===== src/rtl/sw_pkg.sv =====
package sw_pkg;

  typedef enum logic [1:0] {SIDE_LEFT, SIDE_RIGHT, SIDE_LOCAL} side_e;

  // side an input arrives from: left neighbour, right neighbour, local producer
  function automatic side_e in_side(int i, int nr, int nl);
    if (i < nr) return SIDE_LEFT;
    if (i < nr + nl) return SIDE_RIGHT;
    return SIDE_LOCAL;
  endfunction

  // side an output leaves toward: right neighbour, left neighbour, local consumer
  function automatic side_e out_side(int o, int nr, int nl);
    if (o < nr) return SIDE_RIGHT;
    if (o < nr + nl) return SIDE_LEFT;
    return SIDE_LOCAL;
  endfunction

  // traffic never turns back toward the side it came from
  function automatic bit can_reach(int i, int o, int nr, int nl);
    return in_side(i, nr, nl) != out_side(o, nr, nl);
  endfunction

  // does a header (tx, lid) ask for output o at node my_x
  function automatic bit header_wants(int o, int nr, int nl, int tx, int lid, int my_x);
    case (out_side(o, nr, nl))
      SIDE_RIGHT: return tx > my_x;
      SIDE_LEFT:  return tx < my_x;
      default:    return (tx == my_x) && (lid == o - nr - nl);
    endcase
  endfunction

endpackage


===== src/rtl/sw_in_stage.sv =====
module sw_in_stage #(
  parameter int W = 8
) (
  input  logic         clk,
  input  logic         rst_n,
  input  logic [W-1:0] d,
  input  logic         req,
  output logic [W-1:0] q,
  output logic         req_q
);

  always_ff @(posedge clk) begin
    if (!rst_n) begin
      q     <= '0;
      req_q <= 1'b0;
    end else begin
      q     <= d;
      req_q <= req;
    end
  end

endmodule


===== src/rtl/sw_alloc.sv =====
module sw_alloc
  import sw_pkg::*;
#(
  parameter int NIN  = 6,
  parameter int NOUT = 6,
  parameter int NR   = 2,
  parameter int NL   = 2,
  parameter int XW   = 2,
  parameter int LW   = 1,
  parameter int SW   = 3,
  parameter int MY_X = 1
) (
  input  logic                 clk,
  input  logic                 rst_n,
  input  logic [NIN-1:0]       req_q,
  input  logic [NIN*(XW+LW+1)-1:0] hdr_q,
  output logic [NOUT-1:0]      own_vld,
  output logic [NOUT*SW-1:0]   own_src,
  output logic [NOUT-1:0]      grant,
  output logic [NIN-1:0]       bound
);

  localparam int HW = XW + LW + 1;

  logic [NOUT-1:0] cand [NIN];
  logic [NOUT-1:0] pick [NIN];
  logic [SW-1:0]   gnt_src [NOUT];
  logic [SW-1:0]   src_r   [NOUT];

  always_comb begin
    for (int i = 0; i < NIN; i++) begin
      logic [HW-1:0] h;
      logic          found;
      h = hdr_q[i*HW +: HW];
      found = 1'b0;
      pick[i] = '0;
      for (int o = 0; o < NOUT; o++) begin
        cand[i][o] = req_q[i] && h[HW-1] && !bound[i] && !own_vld[o]
                     && can_reach(i, o, NR, NL)
                     && header_wants(o, NR, NL, int'(h[LW +: XW]), int'(h[LW-1:0]), MY_X);
        if (!found && cand[i][o]) begin
          pick[i][o] = 1'b1;
          found = 1'b1;
        end
      end
    end
  end

  always_comb begin
    for (int o = 0; o < NOUT; o++) begin
      grant[o] = 1'b0;
      gnt_src[o] = '0;
      for (int i = 0; i < NIN; i++) begin
        if (!grant[o] && pick[i][o]) begin
          grant[o] = 1'b1;
          gnt_src[o] = SW'(i);
        end
      end
    end
  end

  always_comb begin
    for (int i = 0; i < NIN; i++) begin
      bound[i] = 1'b0;
      for (int o = 0; o < NOUT; o++)
        if (own_vld[o] && src_r[o] == SW'(i)) bound[i] = 1'b1;
    end
  end

  always_ff @(posedge clk) begin
    if (!rst_n) begin
      for (int o = 0; o < NOUT; o++) begin
        own_vld[o] <= 1'b0;
        src_r[o]   <= '0;
      end
    end else begin
      for (int o = 0; o < NOUT; o++) begin
        if (own_vld[o] && !req_q[src_r[o]]) begin
          own_vld[o] <= 1'b0;
        end else if (grant[o]) begin
          own_vld[o] <= 1'b1;
          src_r[o]   <= gnt_src[o];
        end
      end
    end
  end

  always_comb
    for (int o = 0; o < NOUT; o++) own_src[o*SW +: SW] = src_r[o];

endmodule


===== src/rtl/sw_xbar.sv =====
module sw_xbar #(
  parameter int NIN  = 6,
  parameter int NOUT = 6,
  parameter int W    = 8,
  parameter int SW   = 3
) (
  input  logic [NIN*W-1:0]    dat_q,
  input  logic [NIN-1:0]      req_q,
  input  logic [NOUT-1:0]     own_vld,
  input  logic [NOUT*SW-1:0]  own_src,
  input  logic [NOUT-1:0]     out_ack,
  input  logic [NOUT-1:0]     out_full,
  output logic [NOUT*W-1:0]   out_data,
  output logic [NOUT-1:0]     out_req,
  output logic [NIN-1:0]      in_ack,
  output logic [NIN-1:0]      in_full
);

  always_comb begin
    for (int o = 0; o < NOUT; o++) begin
      logic [SW-1:0] s;
      s = own_src[o*SW +: SW];
      out_req[o] = own_vld[o] && req_q[s];
      out_data[o*W +: W] = own_vld[o] ? dat_q[int'(s)*W +: W] : '0;
    end
  end

  always_comb begin
    for (int i = 0; i < NIN; i++) begin
      in_ack[i]  = 1'b0;
      in_full[i] = 1'b0;
      for (int o = 0; o < NOUT; o++) begin
        if (own_vld[o] && own_src[o*SW +: SW] == SW'(i)) begin
          in_ack[i]  = in_ack[i] | out_ack[o];
          in_full[i] = in_full[i] | out_full[o];
        end
      end
    end
  end

endmodule


===== src/rtl/stream_switch.sv =====
module stream_switch #(
  parameter int N    = 4,
  parameter int MY_X = 1,
  parameter int W    = 8,
  parameter int NR   = 2,
  parameter int NL   = 2,
  parameter int KI   = 2,
  parameter int KO   = 2,
  localparam int NIN  = NR + NL + KI,
  localparam int NOUT = NR + NL + KO
) (
  input  logic              clk,
  input  logic              rst_n,
  input  logic [NIN*W-1:0]  in_data,
  input  logic [NIN-1:0]    in_req,
  output logic [NIN-1:0]    in_ack,
  output logic [NIN-1:0]    in_full,
  output logic [NOUT*W-1:0] out_data,
  output logic [NOUT-1:0]   out_req,
  input  logic [NOUT-1:0]   out_ack,
  input  logic [NOUT-1:0]   out_full
);

  localparam int XW = (N  > 1) ? $clog2(N)   : 1;
  localparam int LW = (KO > 1) ? $clog2(KO)  : 1;
  localparam int SW = (NIN > 1) ? $clog2(NIN) : 1;
  localparam int HW = XW + LW + 1;

  logic [NIN*W-1:0]   dat_q;
  logic [NIN-1:0]     req_q;
  logic [NIN*HW-1:0]  hdr_q;
  logic [NOUT-1:0]    own_vld;
  logic [NOUT*SW-1:0] own_src;
  logic [NOUT-1:0]    grant;
  logic [NIN-1:0]     bound;
  logic [NOUT-1:0]    out_hdr_vld;

  for (genvar i = 0; i < NIN; i++) begin : g_in
    sw_in_stage #(.W(W)) i_stage (
      .clk(clk), .rst_n(rst_n),
      .d(in_data[i*W +: W]), .req(in_req[i]),
      .q(dat_q[i*W +: W]), .req_q(req_q[i])
    );
    assign hdr_q[i*HW +: HW] = {dat_q[i*W + W - 1], dat_q[i*W +: XW + LW]};
  end

  sw_alloc #(
    .NIN(NIN), .NOUT(NOUT), .NR(NR), .NL(NL),
    .XW(XW), .LW(LW), .SW(SW), .MY_X(MY_X)
  ) i_alloc (
    .clk(clk), .rst_n(rst_n), .req_q(req_q), .hdr_q(hdr_q),
    .own_vld(own_vld), .own_src(own_src), .grant(grant), .bound(bound)
  );

  sw_xbar #(.NIN(NIN), .NOUT(NOUT), .W(W), .SW(SW)) i_xbar (
    .dat_q(dat_q), .req_q(req_q), .own_vld(own_vld), .own_src(own_src),
    .out_ack(out_ack), .out_full(out_full),
    .out_data(out_data), .out_req(out_req), .in_ack(in_ack), .in_full(in_full)
  );

  for (genvar o = 0; o < NOUT; o++) begin : g_hv
    assign out_hdr_vld[o] = out_data[o*W + W - 1];
  end

endmodule


===== config.mk =====
export PLATFORM = sky130hd
export DESIGN_NAME = stream_switch
export DESIGN_NICKNAME = d
export VERILOG_FILES = /design/src/rtl/sw_pkg.sv /design/src/rtl/sw_in_stage.sv /design/src/rtl/sw_alloc.sv /design/src/rtl/sw_xbar.sv /design/src/rtl/stream_switch.sv
export SDC_FILE = /design/constraint.sdc
export NUM_CORES = 1
export LEC_CHECK = 0
export ABC_AREA = 1
export BUFFER_PORTS_ARGS = -buffer_cell sky130_fd_sc_hd__buf_4
export CORE_ASPECT_RATIO = 2
export CORE_MARGIN = 1
export CORE_UTILIZATION = 50
export CTS_BUF_LIST = sky130_fd_sc_hd__clkbuf_2
export DETAILED_ROUTE_END_ITERATION = 6
export PLACE_DENSITY = 0.78
export SYNTH_ARGS = -nofsm -noshare
export SYNTH_HDL_FRONTEND = slang
export SYNTH_SLANG_ARGS = --single-unit

===== constraint.sdc =====
create_clock -name clk -period 3.15 [get_ports clk]
set_input_delay 0.945 -clock clk [delete_from_list [all_inputs] [get_ports clk]]
set_output_delay 0.945 -clock clk [all_outputs]
set_load 0.05 [all_outputs]

==> metrics.yaml <==
power_mw: 2.42
route.detailed.vias_per_inst: 6.22
htree_levels: 3
avgSynthCellArea_um2: 6.58
synth_top_area_share: 0.241
grt.total_usage: 0.408
vdd_ir_drop_max_v: 0.000407
cp_slowest_cell: "edfxtp_1"
hold_path_class: "primary input to flip-flop"
numCtsBuffers: 9
setup_violations: 3
synth-compound-area-share: 0.263
synth_seq_cells: 74
syn2layout_area_growth_pct: 35.5
wl_um: 21200
port-buffer-count: 133
gr-total-overflow: 0
die_w_um: 72.6
synth_top_family_by_area: "simple AND/OR/NAND/NOR gates"
min_to: "g_in[0].i_stage.req_q$_SDFF_PN0_"
ys_async_sr_fraction: 0
finalHoldViolCount: 0
whs_path_depth: 3
worstPathRequired_ns: 2.20
synthMuxAreaShare: 0
critPathMostFrequentCell: "buf_4"
r2r_setup_slack_ns: 0.88
synth_seq_area_share: 0.325
critPathMaxFanout: 7
violations: "setup timing"
hpwl_um: 15600
drive_above_1_share: 0.278
cts_buffer_depth: 2
rows: 51
die_area_mm2: 0.0104
fin_util: 0.696
maxSlewHeadroom: 0.645
fp.dieH_um: 143
start_kind: "flip-flop"
rsz0062_at_grt: "yes"
grt_max_degree: 50
worstPathArrival_ns: 2.24
finalWorstSetupSlack_ns: -0.0378
grt_pass1_vias: 6220
status: "finished with violations"
critPathCaptureType: "output port"
via_count: 6479
max_freq_ghz: 0.314
synthSimpleGateAreaFrac: 0.275
ant_nets: 0
rr_startpoint: "i_alloc.src_r[0][7]$_SDFFCE_PP0P_"
yosys-top-cells-area: "dfxtp_1 24%, nand2_1 11%, inv_1 11%"
cts.clk_slew.worst_paths_ns: 0.25
layout_common_cells: "152 x buf_4, 139 x inv_1, 138 x nand2_1"
drt-pass1-iter-count: 5
maxCapViolCount: 0
design.core.area_mm2: 0.00970
grt_pass1_wl_um: 31500
yosysTopAreaCell: "dfxtp_1"
drtIter0Drc: 741
yosysWarnings: 0
reg2regPathDepth: 9
clock_latency_ns: 0.57
clock_sinks: 74
power_density_mw_per_mm2: 359
synth-edff-count: 14
initial_core_util: 0.514
syn_nets: 825
period_share: 1.01
ys.flop_type: "dfxtp_1"
slew_violations: 0
antenna_found_initial: 1
layout_commonest_cell: "buf_4"
p_leak_nw: 3.37
min_from: "in_req[0]"
worst_slew_pin_slew_ns: 0.532
syn_inst: 757
hold-worst-slack_ns: 0.529
r2r_end: "i_alloc.src_r[0][8]$_SDFFCE_PN0P_"
synth_xor_area_frac: 0
period_needed_ns: 3.19
wl_per_cell_um: 20.3
io_pins: 134
tritoncts: "built"
place_congestion: 0.997
netlist_area_mm2: 0.00498
synth_cell_types: 34
critPathKind: "flip-flop to output port"
critPathMaxStageDelay_ns: 0.56
clockRootBuffer: "clkbuf_2"
cp_cell_sequence: "nor2_4 -> buf_4 -> nand2_1 -> o21ai_0 -> a221oi_1 -> o22ai_1 -> buf_4"
drc: 0
finalNetCount: 972
synthAdderAreaFrac: 0
finClkSkew_ns: 0.0345
==> metrics by stage <==
| step | area [um2] | TNS [ns] | cells | worst slack (ns) |
|---|---|---|---|---|
| 2_1_floorplan | 4980 | 0 | 757 | 0.0898 |
| 3_5_place_dp | 6110 | 0 | 1006 | 0.304 |
| 3_3_place_gp | 6110 | 0 | 1006 | 0.344 |
| 5_1_grt | 6750 | -1.07 | 1042 | -0.109 |
| 4_1_cts | 6390 | -0.0470 | 1029 | -0.0119 |
| 6_report | 6750 | -0.0742 | 1042 | -0.0378 |
==> layout make-up <==
class | count | area, um2
Multi-Input combinational cell | 507 | 2900
Sequential cell | 74 | 1630
Fill cell | 822 | 2950
Timing Repair Buffer | 163 | 1310
Clock inverter | 7 | 149
Clock buffer | 9 | 45.0
Inverter | 149 | 559
Tap cell | 132 | 165
Antenna cell | 1 | 2.50
==> state kept, by name, indices dropped and copies added (netlist names) <==
name	count
g_in.i_stage.q	48
g_in.i_stage.req_q	6
i_alloc.own_vld	6
i_alloc.src_r	14
==> critical path, delay by kind of cell, from the launching register on <==
kind	cells	cell delay, ns
AOI/OAI and AO/OA	3	0.35
buffers and inverters	2	0.47
DFF	1	0.56
and+or+nand+nor	2	0.31
==> kinds of logic after synthesis <==
| logic type | count (synthesis) |
|---|---|
| buffers and inverters | 176 |
| AOI/OAI and AO/OA | 194 |
| DFF | 74 |
| and+or+nand+nor | 313 |
==> power by group <==
group,internal [mW],switching [mW],leakage [nW]
logic,0.207,0.299,2.62
clock network,0.431,0.382,0.109
registers,1.02,0.0892,0.645
==> worst max path at each step <==
stage,from,endpoint
3_5_place_dp,out_full[1],in_full[0]
5_1_grt,i_alloc.src_r[0][9]$_SDFFCE_PN0P_,out_data[24]
2_1_floorplan,out_ack[3],in_ack[4]
3_3_place_gp,out_ack[1],in_ack[0]
6_report,i_alloc.src_r[0][10]$_SDFFCE_PP0P_,out_data[24]
4_1_cts,i_alloc.src_r[0][13]$_SDFFCE_PN0P_,in_ack[0]
==> layer usage <==
| layer | share of wire | vias up | track usage |
|---|---|---|---|
| li1 | - | 2900 | - |
| met1 | 0.33 | 2940 | 0.424 |
| met2 | 0.51 | 489 | 0.689 |
| met3 | 0.084 | 150 | 0.0819 |
| met4 | 0.082 | 0 | 0.336 |
| met5 | 0 | - | 0 |
==> Yosys cell counts (2+ instances only) <==
cell type,number
nand2_1,148
nor2_4,6
o211ai_1,2
nor2_1,83
nor3_1,9
nor2_2,10
nor3_2,2
nand4_1,13
o22ai_1,58
a31oi_1,3
inv_1,146
edfxtp_1,14
o21ai_1,2
a21oi_1,20
inv_2,2
a22oi_1,22
dfxtp_1,60
buf_1,2
o21ai_0,32
a221oi_1,52
clkbuf_1,15
nand2_2,4
buf_2,7
nand3_1,35
==> what timing repair did <==
action                                  4_1_cts  5_1_grt
cloned                                        0        0
pin swaps                                     3       12
endpoints found under the setup margin       28       63
gates resized for setup                       9       77
hold buffers                                  0        0
buffers inserted                              7       12
(Power assumes the default switching activity.)
